## src/rtl/rfsh_pkg.sv

```systemverilog
package rfsh_pkg;

    typedef enum logic [2:0] {
        ST_RUN      = 3'd0,
        ST_SR_ENTER = 3'd1,
        ST_SR_HOLD  = 3'd2,
        ST_SR_EXIT  = 3'd3,
        ST_CATCHUP  = 3'd4
    } rfsh_state_e;

    localparam logic [1:0] RK_CBR  = 2'b00;
    localparam logic [1:0] RK_RAS  = 2'b01;
    localparam logic [1:0] RK_SELF = 2'b10;

    localparam logic [1:0] STY_CBR_DIST = 2'b00;
    localparam logic [1:0] STY_RAS_ONLY = 2'b01;

endpackage

```

## src/rtl/rfsh_interval_timer.sv

```systemverilog
module rfsh_interval_timer #(
    parameter int RELOAD = 16
) (
    input  logic clk,
    input  logic rst_n,
    input  logic run,
    output logic tick
);
    localparam int TW = $clog2(RELOAD + 1);
    localparam logic [TW-1:0] RLD = TW'(RELOAD);
    localparam logic [TW-1:0] ONE = TW'(1);

    logic [TW-1:0] cnt_q;

    always_ff @(posedge clk) begin
        if (!rst_n) begin
            cnt_q <= RLD;
        end else if (!run || cnt_q == ONE) begin
            cnt_q <= RLD;
        end else begin
            cnt_q <= cnt_q - ONE;
        end
    end

    assign tick = run && (cnt_q == ONE);

endmodule

```

## src/rtl/rfsh_owed_counter.sv

```systemverilog
module rfsh_owed_counter #(
    parameter int PEND_MAX = 8,
    parameter int URG_THR  = 6,
    localparam int PW      = $clog2(PEND_MAX + 1)
) (
    input  logic          clk,
    input  logic          rst_n,
    input  logic          inc,
    input  logic          dec,
    input  logic          clr,
    output logic [PW-1:0] count,
    output logic          urgent
);
    localparam logic [PW-1:0] MAXV = PW'(PEND_MAX);
    localparam logic [PW-1:0] THR  = PW'(URG_THR);

    logic [PW-1:0] cnt_q;
    logic [PW-1:0] cnt_d;
    logic          dec_ok;

    assign dec_ok = dec && (cnt_q != '0);

    always_comb begin
        cnt_d = cnt_q;
        if (clr) begin
            cnt_d = '0;
        end else if (inc && !dec_ok) begin
            if (cnt_q != MAXV) cnt_d = cnt_q + 1'b1;
        end else if (!inc && dec_ok) begin
            cnt_d = cnt_q - 1'b1;
        end
    end

    always_ff @(posedge clk) begin
        if (!rst_n) cnt_q <= '0;
        else        cnt_q <= cnt_d;
    end

    assign count  = cnt_q;
    assign urgent = (cnt_q >= THR);

endmodule

```

## src/rtl/rfsh_row_counter.sv

```systemverilog
module rfsh_row_counter #(
    parameter int ROWS = 2048,
    localparam int RW  = $clog2(ROWS)
) (
    input  logic          clk,
    input  logic          rst_n,
    input  logic          advance,
    output logic [RW-1:0] row
);
    localparam logic [RW-1:0] LAST = RW'(ROWS - 1);

    logic [RW-1:0] row_q;

    always_ff @(posedge clk) begin
        if (!rst_n) begin
            row_q <= '0;
        end else if (advance) begin
            row_q <= (row_q == LAST) ? '0 : row_q + 1'b1;
        end
    end

    assign row = row_q;

endmodule

```

## src/rtl/rfsh_sched.sv

```systemverilog
module rfsh_sched
    import rfsh_pkg::*;
#(
    parameter int CLK_HZ        = 100_000_000,
    parameter int ROWS          = 2048,
    parameter int EXT_RETENTION = 0,
    parameter int PEND_MAX      = 8,
    parameter int URG_THR       = 6,
    parameter int HOLD_MIN_CYC  = 10_000,
    parameter int EXIT_MIN_CYC  = 11_000,
    localparam int ROW_W        = $clog2(ROWS),
    localparam int PW           = $clog2(PEND_MAX + 1)
) (
    input  logic             clk,
    input  logic             rst_n,
    input  logic [1:0]       style_sel,
    input  logic             sr_enter_req,
    input  logic             sr_exit_req,
    input  logic             rq_grant,
    output logic             rq_valid,
    output logic [1:0]       rq_kind,
    output logic [ROW_W-1:0] rq_row,
    output logic [PW-1:0]    owed_count,
    output logic             urgent,
    output logic             sr_hold,
    output logic             traffic_hold
);
    // Interval derivation: retention period spread evenly over all rows.
    localparam int     PERIOD_MS  = (EXT_RETENTION != 0) ? 128 : 32;
    localparam longint PERIOD_CYC = longint'(CLK_HZ) * longint'(PERIOD_MS) / longint'(1000);
    localparam int     RELOAD_RAW = int'(PERIOD_CYC / longint'(ROWS));
    localparam int     RELOAD     = (RELOAD_RAW < 1) ? 1 : RELOAD_RAW;

    // One wait counter serves hold, exit recovery and catch-up.
    localparam int MAX_A    = (HOLD_MIN_CYC > EXIT_MIN_CYC) ? HOLD_MIN_CYC : EXIT_MIN_CYC;
    localparam int WAIT_MAX = (MAX_A > ROWS) ? MAX_A : ROWS;
    localparam int CW       = $clog2(WAIT_MAX + 1);
    localparam logic [CW-1:0] HOLD_LD = CW'(HOLD_MIN_CYC - 1);
    localparam logic [CW-1:0] EXIT_LD = CW'(EXIT_MIN_CYC - 1);
    localparam logic [CW-1:0] CU_LD   = CW'(ROWS - 1);

    rfsh_state_e   state_q, state_d;
    logic [CW-1:0] wait_q, wait_d;

    logic          timer_run;
    logic          tick;
    logic          owed_dec;
    logic          owed_clr;
    logic          row_adv;
    logic          ras_style;

    assign ras_style = (style_sel == STY_RAS_ONLY);

    // Next-state logic
    always_comb begin
        state_d = state_q;
        wait_d  = wait_q;
        unique case (state_q)
            ST_RUN: begin
                if (sr_enter_req) state_d = ST_SR_ENTER;
            end
            ST_SR_ENTER: begin
                if (rq_grant) begin
                    state_d = ST_SR_HOLD;
                    wait_d  = HOLD_LD;
                end
            end
            ST_SR_HOLD: begin
                if (wait_q != '0) begin
                    wait_d = wait_q - 1'b1;
                end else if (sr_exit_req) begin
                    state_d = ST_SR_EXIT;
                    wait_d  = EXIT_LD;
                end
            end
            ST_SR_EXIT: begin
                if (wait_q != '0) begin
                    wait_d = wait_q - 1'b1;
                end else if (style_sel == STY_CBR_DIST) begin
                    state_d = ST_RUN;
                end else begin
                    state_d = ST_CATCHUP;
                    wait_d  = CU_LD;
                end
            end
            ST_CATCHUP: begin
                if (rq_grant) begin
                    if (wait_q == '0) state_d = ST_RUN;
                    else              wait_d  = wait_q - 1'b1;
                end
            end
            default: begin
                state_d = ST_RUN;
            end
        endcase
    end

    // State register
    always_ff @(posedge clk) begin
        if (!rst_n) begin
            state_q <= ST_RUN;
            wait_q  <= '0;
        end else begin
            state_q <= state_d;
            wait_q  <= wait_d;
        end
    end

    // Outputs and sub-block controls
    always_comb begin
        rq_valid     = 1'b0;
        rq_kind      = RK_CBR;
        sr_hold      = 1'b0;
        traffic_hold = 1'b1;
        timer_run    = 1'b0;
        owed_dec     = 1'b0;
        owed_clr     = 1'b0;
        unique case (state_q)
            ST_RUN: begin
                traffic_hold = 1'b0;
                timer_run    = 1'b1;
                rq_valid     = (owed_count != '0);
                rq_kind      = ras_style ? RK_RAS : RK_CBR;
                owed_dec     = rq_grant;
            end
            ST_SR_ENTER: begin
                timer_run = 1'b1;
                rq_valid  = 1'b1;
                rq_kind   = RK_SELF;
                owed_clr  = rq_grant;
            end
            ST_SR_HOLD: begin
                sr_hold = 1'b1;
            end
            ST_SR_EXIT: begin
                sr_hold = 1'b0;
            end
            ST_CATCHUP: begin
                rq_valid = 1'b1;
                rq_kind  = ras_style ? RK_RAS : RK_CBR;
            end
            default: begin
                traffic_hold = 1'b1;
            end
        endcase
    end

    assign row_adv = rq_valid && rq_grant && (rq_kind == RK_RAS);

    rfsh_interval_timer #(
        .RELOAD(RELOAD)
    ) timer_i (
        .clk   (clk),
        .rst_n (rst_n),
        .run   (timer_run),
        .tick  (tick)
    );

    rfsh_owed_counter #(
        .PEND_MAX(PEND_MAX),
        .URG_THR (URG_THR)
    ) owed_i (
        .clk    (clk),
        .rst_n  (rst_n),
        .inc    (tick),
        .dec    (owed_dec),
        .clr    (owed_clr),
        .count  (owed_count),
        .urgent (urgent)
    );

    rfsh_row_counter #(
        .ROWS(ROWS)
    ) row_i (
        .clk     (clk),
        .rst_n   (rst_n),
        .advance (row_adv),
        .row     (rq_row)
    );

endmodule

```

## config.mk

```make
export PLATFORM = sky130hd
export DESIGN_NAME = rfsh_sched
export DESIGN_NICKNAME = d
export VERILOG_FILES = /design/src/rtl/rfsh_pkg.sv /design/src/rtl/rfsh_interval_timer.sv /design/src/rtl/rfsh_owed_counter.sv /design/src/rtl/rfsh_row_counter.sv /design/src/rtl/rfsh_sched.sv
export SDC_FILE = /design/constraint.sdc
export NUM_CORES = 1
export LEC_CHECK = 0
export ABC_CLOCK_PERIOD_IN_PS = 4700
export BUFFER_PORTS_ARGS = -buffer_cell sky130_fd_sc_hd__buf_2
export CORE_ASPECT_RATIO = 0.8
export CORE_MARGIN = 5
export CORE_UTILIZATION = 27
export CTS_CLUSTER_DIAMETER = 120
export DETAILED_ROUTE_END_ITERATION = 8
export PLACE_DENSITY_LB_ADDON = 0.08
export SLEW_MARGIN = 20
export SYNTH_ARGS = -nofsm -noshare
export SYNTH_HDL_FRONTEND = slang
export SYNTH_HIERARCHICAL = 1
export SYNTH_SLANG_ARGS = --single-unit
export TNS_END_PERCENT = 20
```

## constraint.sdc

```tcl
create_clock -name clk -period 4.7 [get_ports clk]
set_clock_uncertainty 0.15 [all_clocks]
set_input_delay 0.235 -clock clk [delete_from_list [all_inputs] [get_ports clk]]
set_output_delay 0.235 -clock clk [all_outputs]
set_load 0.01 [all_outputs]
```

=== Word level (Yosys, flattened, before mapping) ===
Cells that the tools add are included.

* Output and inout bits: 21
* ROM bits: 0
* Logic and storage cells: 86
* Bits in registers: 43
* Latch bits: 0
* Bits in writable memories: 0
* Memories kept: 0
* Input bits: 7

* Shift operators: 0
* Eq/ne operators: 20
* Reduce and logical (&&, ||, !) cells: 25
* Bitwise logic cells: 1
* $add $sub $neg: 5
* Multiply operators: 0
* Multiplexer cells: 29
* Divide/modulo/power cells: 0
* $lt $le $gt $ge: 1

{| class="wikitable"
|+ Operators with widths
! operator !! number
|-
| 2-to-1 mux 14 bit || 7
|-
| one-hot mux 14 bit (4 select lines) || 1
|-
| 2-to-1 mux 3 bit || 8
|-
| != test 2 bit (second input constant) || 9
|-
| one-hot mux 3 bit (5 select lines) || 1
|-
| logical NOT 14 bit || 1
|-
| nonzero test 14 bit || 1
|-
| subtractor 14 x 1 -> 14 bit (second input constant) || 1
|-
| 2-to-1 mux 4 bit || 3
|-
| adder 11 x 1 -> 11 bit (second input constant) || 1
|-
| equality test 11 x 1 -> 1 bit (second input constant) || 1
|-
| equality test 11 bit (second input constant) || 1
|-
| 2-to-1 mux 11 bit || 1
|-
| subtractor 11 x 1 -> 11 bit (second input constant) || 1
|-
| OR reduction 2 bit || 5
|-
| nonzero test 4 bit || 2
|-
| AND reduction 7 bit || 1
|-
| equality test 3 x 2 -> 1 bit (second input constant) || 2
|-
| logical AND 1 bit || 6
|-
| 2-to-1 mux 1 bit || 6
|-
| != test 3 bit (second input constant) || 2
|-
| AND reduction 6 bit || 1
|-
| adder 4 x 1 -> 4 bit (second input constant) || 1
|-
| equality test 2 x 1 -> 1 bit (second input constant) || 2
|-
| 14 further kinds || 16
|}

=== Depth between registers and ports, before layout ===
Gate-level depths: netlist of the first run.

* Word-level depth: 8
* Depth in mapped cells: 12
* Mapped depth without buffers: 11

=== Cells and area by module ===
The synthesis of the first run kept the hierarchy.

{| class="wikitable"
|+ Modules (own cells, without submodules)
! module !! instances !! sequential area each (um2) !! cells each !! area each (um2)
|-
| rfsh_sched || 1 || 340.3 || 156 || 1244.9
|-
| rfsh_interval_timer || 1 || 220.2 || 58 || 534.3
|-
| rfsh_row_counter || 1 || 220.2 || 55 || 496.7
|-
| rfsh_owed_counter || 1 || 80.1 || 30 || 289.0
|}

=== Worst setup path before layout of the first run ===
No wires, ideal clock.

* Kind: reg-to-reg
* Start: register timer_i.cnt_q[4]
* End: register owed_i.cnt_q[3] (netlist: owed_i/count[3])
* Clock period less this slack: 3.232 ns
* Arrival: 3.013 ns
* Data required time: 4.480 ns
* Stages on the path, launching flop included: 11
* Path buffers: 1
* Setup slack: 1.468 ns
* Setup time: 0.070 ns
* Path through: dfxtp_1 > or4_4 > buf_6 > nor4_1 > nand2_1 > ha_1 > a21o_1 > a21oi_1 > xor2_1 > or3_1 > a21oi_1

* Cells in the longest elaborated chain, start to end: 6
* Elaborated cells on any way between the ends: 9
* Classes of those cells: eq/ne (2); mux (1); reduce/logical (6)

{| class="wikitable"
|+ RTL lines
! item !! line !! RTL
|-
| from (decl) || rfsh_interval_timer.sv:13 || <nowiki>logic [TW-1:0] cnt_q;</nowiki>
|-
| from (signal assigned) || rfsh_interval_timer.sv:21 || <nowiki>cnt_q <= cnt_q - ONE;</nowiki>
|-
| equality test 11 x 1 -> 1 bit * || rfsh_interval_timer.sv:25 || <nowiki>assign tick = run && (cnt_q == ONE);</nowiki>
|-
| logical AND 1 bit * || rfsh_interval_timer.sv:25 ||
|-
| via tick || rfsh_sched.sv:46 || <nowiki>logic tick;</nowiki>
|-
| logical NOT 1 bit || rfsh_owed_counter.sv:29 || <nowiki>end else if (!inc && dec_ok) begin</nowiki>
|-
| logical AND 1 bit || rfsh_owed_counter.sv:29 ||
|-
| nonzero test 2 bit (no line) || - ||
|-
| AND reduction 2 bit (no line) || - ||
|-
| to (signal assigned) || rfsh_owed_counter.sv:36 || <nowiki>else cnt_q <= cnt_d;</nowiki>
|-
| to (decl) || rfsh_owed_counter.sv:17 || <nowiki>logic [PW-1:0] cnt_q;</nowiki>
|}

Mark *: on every way through the listed nets, which the timed path passes. The rest lies on a longest branch.
A chain may end at the register's enable or synchronous reset.

=== Worst setup path after layout of the first run ===
* Start: register timer_i.cnt_q[8]
* End: register owed_i.cnt_q[3] (netlist: owed_i/count[3])

Same word-level chain as after synthesis.

==> results.yml, run 1 <==
pwr:
  finalPower_mw: 1.80
  p_per_area_mw_per_mm2: 620
  peakVddDrop_v: 0.000135
  leakage_nw: 1.13
cts:
  cts.repair.resized: 0
  cts_setup_buffers: 0
  clk_path_buf_depth: 2
  clock_latency_ps: 290
  numClockSinks: 43
  clockRootBuffer: "clkbuf_16"
  htree_levels: 2
  cts_tree: "done"
  path_clk_slew_ps: 60
  ctsHoldBuffers: 0
  cts_buffers: 5
final_layout:
  nets: 331
  area_delta_synth_final_pct: 13.2
  diodes: 0
  final_cells: 433
  stdcell_area_mm2: 0.00290
  fillers: 1000
  multi_input_area_mm2: 0.00156
  register_area_um2: 861
  drive_gt1_frac: 0.173
yosys:
  ys_ff_latch: 43
  synth_ff_type: "dfxtp_1"
  synthArstFlopShare: 0
  synth_edf_count: 0
  postSynthAreaPerCell_um2: 8.58
  yosysWarnings: 6
  synth_cell_types: 64
  syn-num-nets: 313
  ys_seq_area_frac: 0.336
  synth_cells: 299
  syn-cell-area_mm2: 0.00256
floorplanning:
  num_rows: 31
  die_area_mm2: 0.0116
  die_w_um: 119
  ios: 28
  die_y_um: 97.2
  coreArea_mm2: 0.00915
  initial_core_util: 0.280
worst_setup_path:
  crit_type: "reg2reg"
  crit_arrival_ps: 3600
  cp.required_ps: 4770
  cp_max_fo: 5
  start_kind: "register"
  end_kind: "register"
routing:
  drc: 0
  dr.pass1.iters: 4
  wl_per_cell_um: 14.4
  drt_iter0_markers: 119
  ant_nets: 0
  dr_total_vias: 2251
  totalWireLength_um: 6250
  viasPerCell: 5.20
timing:
  fmax_mhz: 283
  worst_pin_slew_ps: 1080
  finalSetupViolCount: 0
  finalMaxSlewViolations: 0
  slew_headroom: 0.277
  min_period_ps: 3530
  rsz0062_at_grt: "no"
  fin_crit_sh: 0.752
  tns_ps: 0
  hold_slack_ps: 188
  finalHoldViolations: 0
global_routing:
  grt_pass1_vias: 2015
  overflow: 0
  grt_max_degree: 29
  grt_usage: 0.108
  antenna_found_initial: 0
  grt_pass1_wl_um: 10200
hold_path:
  min_path_type: "in2reg"
place:
  dp_hpwl_um: 4460
  port_buffers: 27
  post_dp_cell_area_mm2: 0.00275
  gp_congestion: 0.757
  placed_cells: 425
job:
  cap_viol_max_count: 0
outcome:
  status: "completed"
[final timing paths]
kind               startpoint              end  slack, ps  depth (start not counted)
min reg2reg        wait_q[12]       wait_q[12]        330                          2
max reg2reg  timer_i/cnt_q[8]  owed_i/count[3]       1170                          9
max          timer_i/cnt_q[8]  owed_i/count[3]       1170                          9
min              style_sel[0]       state_q[2]        190                          3
[per-stage QoR]
step / utilization / setup WS (ps)
floorplan: - / 1470
global placement: 0.300 / 1270
detailed placement: 0.300 / 1190
CTS: 0.317 / 1180
global route: 0.317 / 875
finish: 0.317 / 1170
[cells by family after synthesis]
kind of cell / synth area share
and+or+nand+nor: 0.269
AOI/OAI and AO/OA: 0.240
DFF: 0.336
buffers and inverters: 0.0566
xor gates and xnor gates: 0.0410
adders and majority gates: 0.0371
muxes: 0.0215
[power by group]
group          internal, mW  switching, mW  leakage, nW
clock                 0.212          0.152       0.0731
sequential            0.435          0.116        0.349
combinational         0.390          0.495        0.705
total                  1.04          0.763         1.13
[layout make-up]
cell class / count / share of cell area
clock inverters: 2 / 0.00560
well taps: 115 / 0.0496
repair buffers: 28 / 0.0491
flip-flops and latches: 43 / 0.297
inverters: 11 / 0.0142
multi-input cells: 228 / 0.537
clock buffers: 6 / 0.0478
[per-layer routing]
metal / up-vias / wire (um) / global-route usage
met5: - / 0 / 0
met4: 0 / 75 / 0.0374
met3: 5 / 277 / 0.0308
met2: 45 / 2410 / 0.142
met1: 1039 / 3480 / 0.163
li1: 1162 / - / -
[placed cells by master (no fill, tap or decap), types with 2 or more instances in the layout]
| cell | netlist | routed |
|---|---|---|
| dfxtp_1 | 43 | 43 |
| buf_2 | 2 | 27 |
| nor2_1 | 25 | 25 |
| nand2_1 | 23 | 23 |
| a21oi_1 | 21 | 21 |
| or3_1 | 12 | 12 |
| inv_1 | 11 | 11 |
| nand3_1 | 10 | 10 |
| or4_1 | 9 | 9 |
| o21ai_0 | 9 | 9 |
| o31ai_1 | 8 | 8 |
| nor4_1 | 7 | 7 |
| nor3_1 | 7 | 7 |
| xor2_1 | 7 | 7 |
| ha_1 | 6 | 6 |
| o21ai_1 | 5 | 5 |
| xnor2_1 | 5 | 5 |
| clkbuf_16 | 0 | 5 |
| o21a_1 | 4 | 4 |
| mux2i_1 | 4 | 4 |
| nand4_1 | 4 | 4 |
| nand2b_1 | 3 | 3 |
| or3b_2 | 3 | 3 |
| o22ai_1 | 3 | 3 |
| o221a_1 | 3 | 3 |
| or2_2 | 2 | 2 |
| nor3b_1 | 2 | 2 |
| a21o_1 | 2 | 2 |
| and3_1 | 2 | 2 |
| or4_4 | 2 | 2 |
| o311a_1 | 2 | 2 |
| nor2b_1 | 2 | 2 |
| a21boi_1 | 2 | 2 |
| o2111ai_1 | 2 | 2 |
| a211oi_1 | 2 | 2 |
| o211a_1 | 2 | 2 |
| o41ai_1 | 2 | 2 |
[synth_stat cells (6+ instances only)]
cell | number | share of area
dfxtp_1 | 43 | 0.34
nor2_1 | 25 | 0.037
nand2_1 | 23 | 0.034
a21oi_1 | 21 | 0.041
or3_1 | 12 | 0.029
inv_1 | 11 | 0.016
clkbuf_1 | 10 | 0.015
nand3_1 | 10 | 0.020
o21ai_0 | 9 | 0.018
or4_1 | 9 | 0.026
o31ai_1 | 8 | 0.023
nor3_1 | 7 | 0.014
nor4_1 | 7 | 0.017
xor2_1 | 7 | 0.024
ha_1 | 6 | 0.029
[registers in the layout (all words and copies together) (netlist names)]
register       cells
wait_q            14
state_q            3
timer_i/cnt_q     11
row_i/row         11
owed_i/count       4
[critical path, stage by stage, from the launching register on]
cell and delay (ps):
dfxtp_1 340, or4_1 650, nor4_1 770, nand2_1 320, ha_1 360, a21o_1 170
a21oi_1 180, xor2_1 90, or3_1 300, a21oi_1 130
(Power assumes the default switching activity.)
==> run 2, diff against run 1 <==
--- a/config.mk
+++ b/config.mk
@@ -5,7 +5,7 @@
 export SDC_FILE = /design/constraint.sdc
 export NUM_CORES = 1
 export LEC_CHECK = 0
-export ABC_CLOCK_PERIOD_IN_PS = 4700
+export ABC_CLOCK_PERIOD_IN_PS = 3400
 export BUFFER_PORTS_ARGS = -buffer_cell sky130_fd_sc_hd__buf_2
 export CORE_ASPECT_RATIO = 0.8
 export CORE_MARGIN = 5
==> constraint.sdc (replaced) <==
create_clock -name clk -period 3.4 [get_ports clk]
set_clock_uncertainty 0.15 [all_clocks]
set_input_delay 0.17 -clock clk [delete_from_list [all_inputs] [get_ports clk]]
set_output_delay 0.17 -clock clk [all_outputs]
set_load 0.01 [all_outputs]
==> run 2 against run 1 <==
  * Clock power rose by 50%
  * Worst hold slack got worse by 60 ps
  * Sequential power rose by 35%
  * Critical endpoint unchanged
  * Global-route usage rose by 0.33 points
  * Fmax rose by 14%
  * Critical path depth did not move
  * Routed wire length rose by 0.53%
  * Count of clock-buffer cells in the layout fell by 1
  * Via count rose by 0.58%
  * Combinational power rose by 47%
  * Design area rose by 2.3%
  * Utilization rose by 0.72 points
==> results.yml, run 2 (synthesis gave the netlist of run 1 again) <==
worst_setup_path:
  cpPeakStageDelay_ps: 640
  crit_chain: "or4_1 > nor4_1 > nand2_1 > ha_1 > a21o_1 > a21oi_1 > xor2_1 > or3_1 > a21oi_1"
  cp_num_buf_inv: 0
  r2r_cells: 9
  path_common_cell: "a21oi_1"
  cp.required_ps: 3460
  cpMaxStageDelayCell: "or4_1"
  crit_type: "reg2reg"
  r2r-end: "owed_i/count[3]"
  cp_top_family: "simple AND/OR/NAND/NOR gates"
  end_kind: "register"
  r2r_setup_slack_ps: 310
  start_kind: "register"
  crit_arrival_ps: 3150
  r2r_start: "timer_i/cnt_q[8]"
  startpoint: "timer_i/cnt_q[8]"
  cp_max_fo: 5
routing:
  dr_total_vias: 2264
  drt_iter0_markers: 117
  wl_per_cell_um: 14.3
  viasPerCell: 5.15
  totalWireLength_um: 6280
  dr.pass1.iters: 4
  drc: 0
  ant_nets: 0
pwr:
  p_per_area_mw_per_mm2: 874
  finalPower_mw: 2.59
  leakage_nw: 1.17
  peakVddDrop_v: 0.000227
cts:
  htree_levels: 2
  cts_buffers: 5
  ctsHoldBuffers: 0
  clockRootBuffer: "clkbuf_16"
  clock_latency_ps: 280
  cts_tree: "done"
  numClockSinks: 43
  cts_setup_buffers: 0
  clk_path_buf_depth: 2
  path_clk_slew_ps: 60
  cts.repair.resized: 0
hold_path:
  hold_start: "style_sel[0]"
  hold_depth: 3
  min_to: "state_q[2]"
  min_path_type: "in2reg"
floorplanning:
  die_area_mm2: 0.0116
  die_w_um: 119
  initial_core_util: 0.280
  num_rows: 31
  die_y_um: 97.2
  ios: 28
  coreArea_mm2: 0.00915
timing:
  finalSetupViolCount: 0
  slew_headroom: 0.550
  fin_crit_sh: 0.910
  finalHoldViolations: 0
  finalMaxSlewViolations: 0
  fmax_mhz: 323
  worst_pin_slew_ps: 665
  min_period_ps: 3090
  tns_ps: 0
  rsz0062_at_grt: "no"
final_layout:
  drive_gt1_frac: 0.191
  area_delta_synth_final_pct: 15.8
  largest_reg_flops: 14
  largest_register: "wait_q"
  layout_commonest_cell: "dfxtp_1"
  diodes: 0
  final_cell_mix: "43 x dfxtp_1, 27 x buf_2, 25 x nor2_1"
  nets: 338
place:
  dp_hpwl_um: 4520
  port_buffers: 27
  gp_congestion: 0.722
global_routing:
  grt_pass1_wl_um: 10900
  grt_pass1_vias: 2222
  antenna_found_initial: 0
  grt_max_degree: 29
  grt_usage: 0.111
  overflow: 0
job:
  cap_viol_max_count: 0
outcome:
  status: "completed"
[run 2: stage by stage]
stage | worst slack (ps) | hold WS (ps) | instances | instance area, um2 | util
after global routing | 85.8 | 169 | 440 | 2970 | 0.324
final | 306 | 128 | 440 | 2970 | 0.324
after CTS | 340 | 131 | 440 | 2970 | 0.324
after floorplan | 168 | 182 | 299 | 2560 | -
after global placement | 475 | 313 | 432 | 2800 | 0.306
after detailed placement | 366 | 316 | 432 | 2800 | 0.306
[run 2: final cells by class]
| class | instances | area (um2) |
|---|---|---|
| Clock buffer | 5 | 125 |
| Tap cell | 115 | 144 |
| Timing Repair Buffer | 35 | 195 |
| Multi-Input combinational cell | 228 | 1560 |
| Fill cell | 982 | 6180 |
| Inverter | 11 | 41.3 |
| Clock inverter | 3 | 43.8 |
| Sequential cell | 43 | 861 |
[run 2: worst max-delay path by stage]
| stage | endpoint | slack (ps) | cells past startpoint |
|---|---|---|---|
| 5_1_grt | owed_i/count[3] | 90 | 9 |
| 3_5_place_dp | owed_i/count[3] | 370 | 9 |
| 6_report | owed_i/count[3] | 310 | 9 |
| 2_1_floorplan | owed_i/count[3] | 170 | 10 |
| 4_1_cts | owed_i/count[3] | 340 | 9 |
| 3_3_place_gp | owed_i/count[3] | 470 | 9 |
[run 2: power by group]
part	total, mW	switching [mW]	internal, mW
Sequential	0.746	0.145	0.601
Combinational	1.30	0.722	0.577
Clock	0.549	0.202	0.346
[run 2: tightest hold or removal path: cells and delay by family]
| family | cells | cell delay (ps) |
|---|---|---|
| compound gates | 1 | 100 |
| buf+inv | 1 | 100 |
| mux | 1 | 140 |
[run 2: per-layer routing]
layer	up-vias	track usage	wire, um
li1	1170	-	-
met1	1056	0.171	3580
met2	33	0.151	2430
met3	5	0.0279	216
met4	0	0.0294	55
met5	-	0	0
==> run 3, diff against run 2 <==
--- a/config.mk
+++ b/config.mk
@@ -5,7 +5,7 @@
 export SDC_FILE = /design/constraint.sdc
 export NUM_CORES = 1
 export LEC_CHECK = 0
-export ABC_CLOCK_PERIOD_IN_PS = 3400
+export ABC_CLOCK_PERIOD_IN_PS = 3900
 export BUFFER_PORTS_ARGS = -buffer_cell sky130_fd_sc_hd__buf_2
 export CORE_ASPECT_RATIO = 0.8
 export CORE_MARGIN = 5
==> constraint.sdc (replaced) <==
create_clock -name clk -period 3.9 [get_ports clk]
set_clock_uncertainty 0.15 [all_clocks]
set_input_delay 0.195 -clock clk [delete_from_list [all_inputs] [get_ports clk]]
set_output_delay 0.195 -clock clk [all_outputs]
set_load 0.01 [all_outputs]
==> run 3 against run 2 <==
  * Sequential power shrank 11%
  * Sequential share of layout area grew 0.17 points
  * Non-clock buffer count shrank 5
  * Global-route usage shrank 0.58 points
  * Routed wire length shrank 2.9%
  * Register-to-register slack gained 590 ps
  * Total power shrank 12%
  * Clock power shrank 2%
  * Worst hold slack gained 55 ps
  * Largest power group unchanged
  * Highest routed layer unchanged
==> results.yml, run 3 (synthesis gave the netlist of run 1 again) <==
outcome:
  status: "completed"
worst_setup_path:
  path_common_cell: "a21oi_1"
  worstSetupPathDepth: 10
  cp.required_ps: 3960
  cpMaxStageDelayCell: "or4_1"
  end_kind: "register"
  cp_top_family: "simple AND/OR/NAND/NOR gates"
  cp-endpoint: "owed_i/count[3]"
  r2r-end: "owed_i/count[3]"
  cp_max_fo: 5
  crit_type: "reg2reg"
  crit_chain: "or4_1 > nor4_1 > buf_4 > nand2_1 > ha_1 > a21o_1 > a21oi_1 > xor2_1 > or3_1 > a21oi_1"
  cp_num_buf_inv: 1
  start_kind: "register"
  cpPeakStageDelay_ps: 650
  r2r_setup_slack_ps: 890
  crit_arrival_ps: 3070
  startpoint: "timer_i/cnt_q[8]"
  r2r_start: "timer_i/cnt_q[8]"
  r2r_cells: 10
place:
  gp_congestion: 0.768
  port_buffers: 27
  placed_cells: 427
  dp_hpwl_um: 4440
floorplanning:
  num_rows: 31
  die_w_um: 119
  coreArea_mm2: 0.00915
  die_area_mm2: 0.0116
  ios: 28
  die_y_um: 97.2
  initial_core_util: 0.280
global_routing:
  grt_usage: 0.105
  grt_pass1_vias: 1971
  grt_pass1_wl_um: 10100
  overflow: 0
  antenna_found_initial: 0
  grt_max_degree: 29
pwr:
  pwr-share-seq: 0.292
  p_per_area_mw_per_mm2: 771
  p_clk_frac: 0.236
  p_int_mw: 1.36
  p_comb_frac: 0.471
  leakage_nw: 1.16
  peakVddDrop_v: 0.000186
  switching_share: 0.400
  switching_power_mw: 0.910
hold_path:
  min_path_type: "in2reg"
routing:
  drc: 0
  wl_per_cell_um: 14.0
  dr.pass1.iters: 4
  drt_iter0_markers: 148
  viasPerCell: 5.17
  totalWireLength_um: 6090
  dr_total_vias: 2251
  ant_nets: 0
final_layout:
  largest_register: "wait_q"
  final_cells: 435
  area_delta_synth_final_pct: 15.1
  largest_reg_flops: 14
  drive_gt1_frac: 0.175
  final_cell_mix: "43 x dfxtp_1, 27 x buf_2, 25 x nor2_1"
  layout_commonest_cell: "dfxtp_1"
  diodes: 0
  nets: 333
timing:
  min_period_ps: 3010
  fmax_mhz: 332
  finalHoldViolations: 0
  finalSetupViolCount: 0
  finalMaxSlewViolations: 0
  worst_pin_slew_ps: 1030
  fin_crit_sh: 0.771
  rsz0062_at_grt: "no"
  tns_ps: 0
  slew_headroom: 0.313
cts:
  clock_latency_ps: 280
  cts_buffers: 5
  cts_tree: "done"
  numClockSinks: 43
  clockRootBuffer: "clkbuf_16"
  path_clk_slew_ps: 60
  cts_setup_buffers: 0
  cts.repair.resized: 0
  ctsHoldBuffers: 0
  htree_levels: 2
  clk_path_buf_depth: 2
job:
  cap_viol_max_count: 0
[run 3: changes by cell type in the layout (fill, tap and decap cells not counted), sizes merged]
cell	delta
buf	-5
bufinv	+1
clkbuf	+1
clkinv	-2
[run 3: routing by layer]
metal / up-vias / part of all wire / track usage
li1: 1159 / - / -
met1: 1031 / 0.55 / 0.165
met2: 53 / 0.38 / 0.133
met3: 8 / 0.055 / 0.0297
met4: 0 / 0.014 / 0.0374
met5: - / 0 / 0
[run 3: how the worst min path moves through the flow]
stage | start | end | slack, ps | cells past startpoint
4_1_cts | style_sel[0] | state_q[2] | 180 | 3
6_report | style_sel[0] | state_q[2] | 180 | 3
5_1_grt | style_sel[0] | state_q[2] | 210 | 3
2_1_floorplan | rst_n | row_i/row[2] | 210 | 2
3_3_place_gp | timer_i/cnt_q[0] | timer_i/cnt_q[0] | 310 | 1
3_5_place_dp | wait_q[12] | wait_q[12] | 300 | 2
[run 3: area by class of cell]
type / count / area [um2]
Fill cell: 985 / 6200
Multi-Input combinational cell: 228 / 1560
Sequential cell: 43 / 861
Timing Repair Buffer: 30 / 158
Tap cell: 115 / 144
Clock buffer: 6 / 129
Clock inverter: 2 / 60.1
Inverter: 11 / 41.3
[run 3: power groups by stage]
stage | Clock [mW] | Sequential [mW] | Combinational [mW]
after detailed placement | 0 | 0.677 | 1.07
after floorplan | 0 | 0.625 | 0.908
after CTS | 0.557 | 0.666 | 1.08
after global placement | 0 | 0.677 | 1.09
after global routing | 0.578 | 0.689 | 1.19
final | 0.537 | 0.665 | 1.07
[run 3: worst register-to-register path, stage by stage (launching register included)]
cell     delay, ps
dfxtp_1        330
or4_1          650
nor4_1         300
buf_4          190
nand2_1        130
ha_1           310
a21o_1         170
a21oi_1        170
xor2_1          90
or3_1          310
a21oi_1        140
[run 3: metrics by stage]
step	hold slack, ps	worst slack (ps)	instance area, um2	power [mW]	utilization
6_report	183	892	2950	2.27	0.322
5_1_grt	211	666	2950	2.46	0.322
4_1_cts	180	893	2950	2.30	0.322
3_5_place_dp	304	915	2760	1.75	0.302
3_3_place_gp	308	940	2760	1.77	0.302
2_1_floorplan	207	668	2560	1.53	-
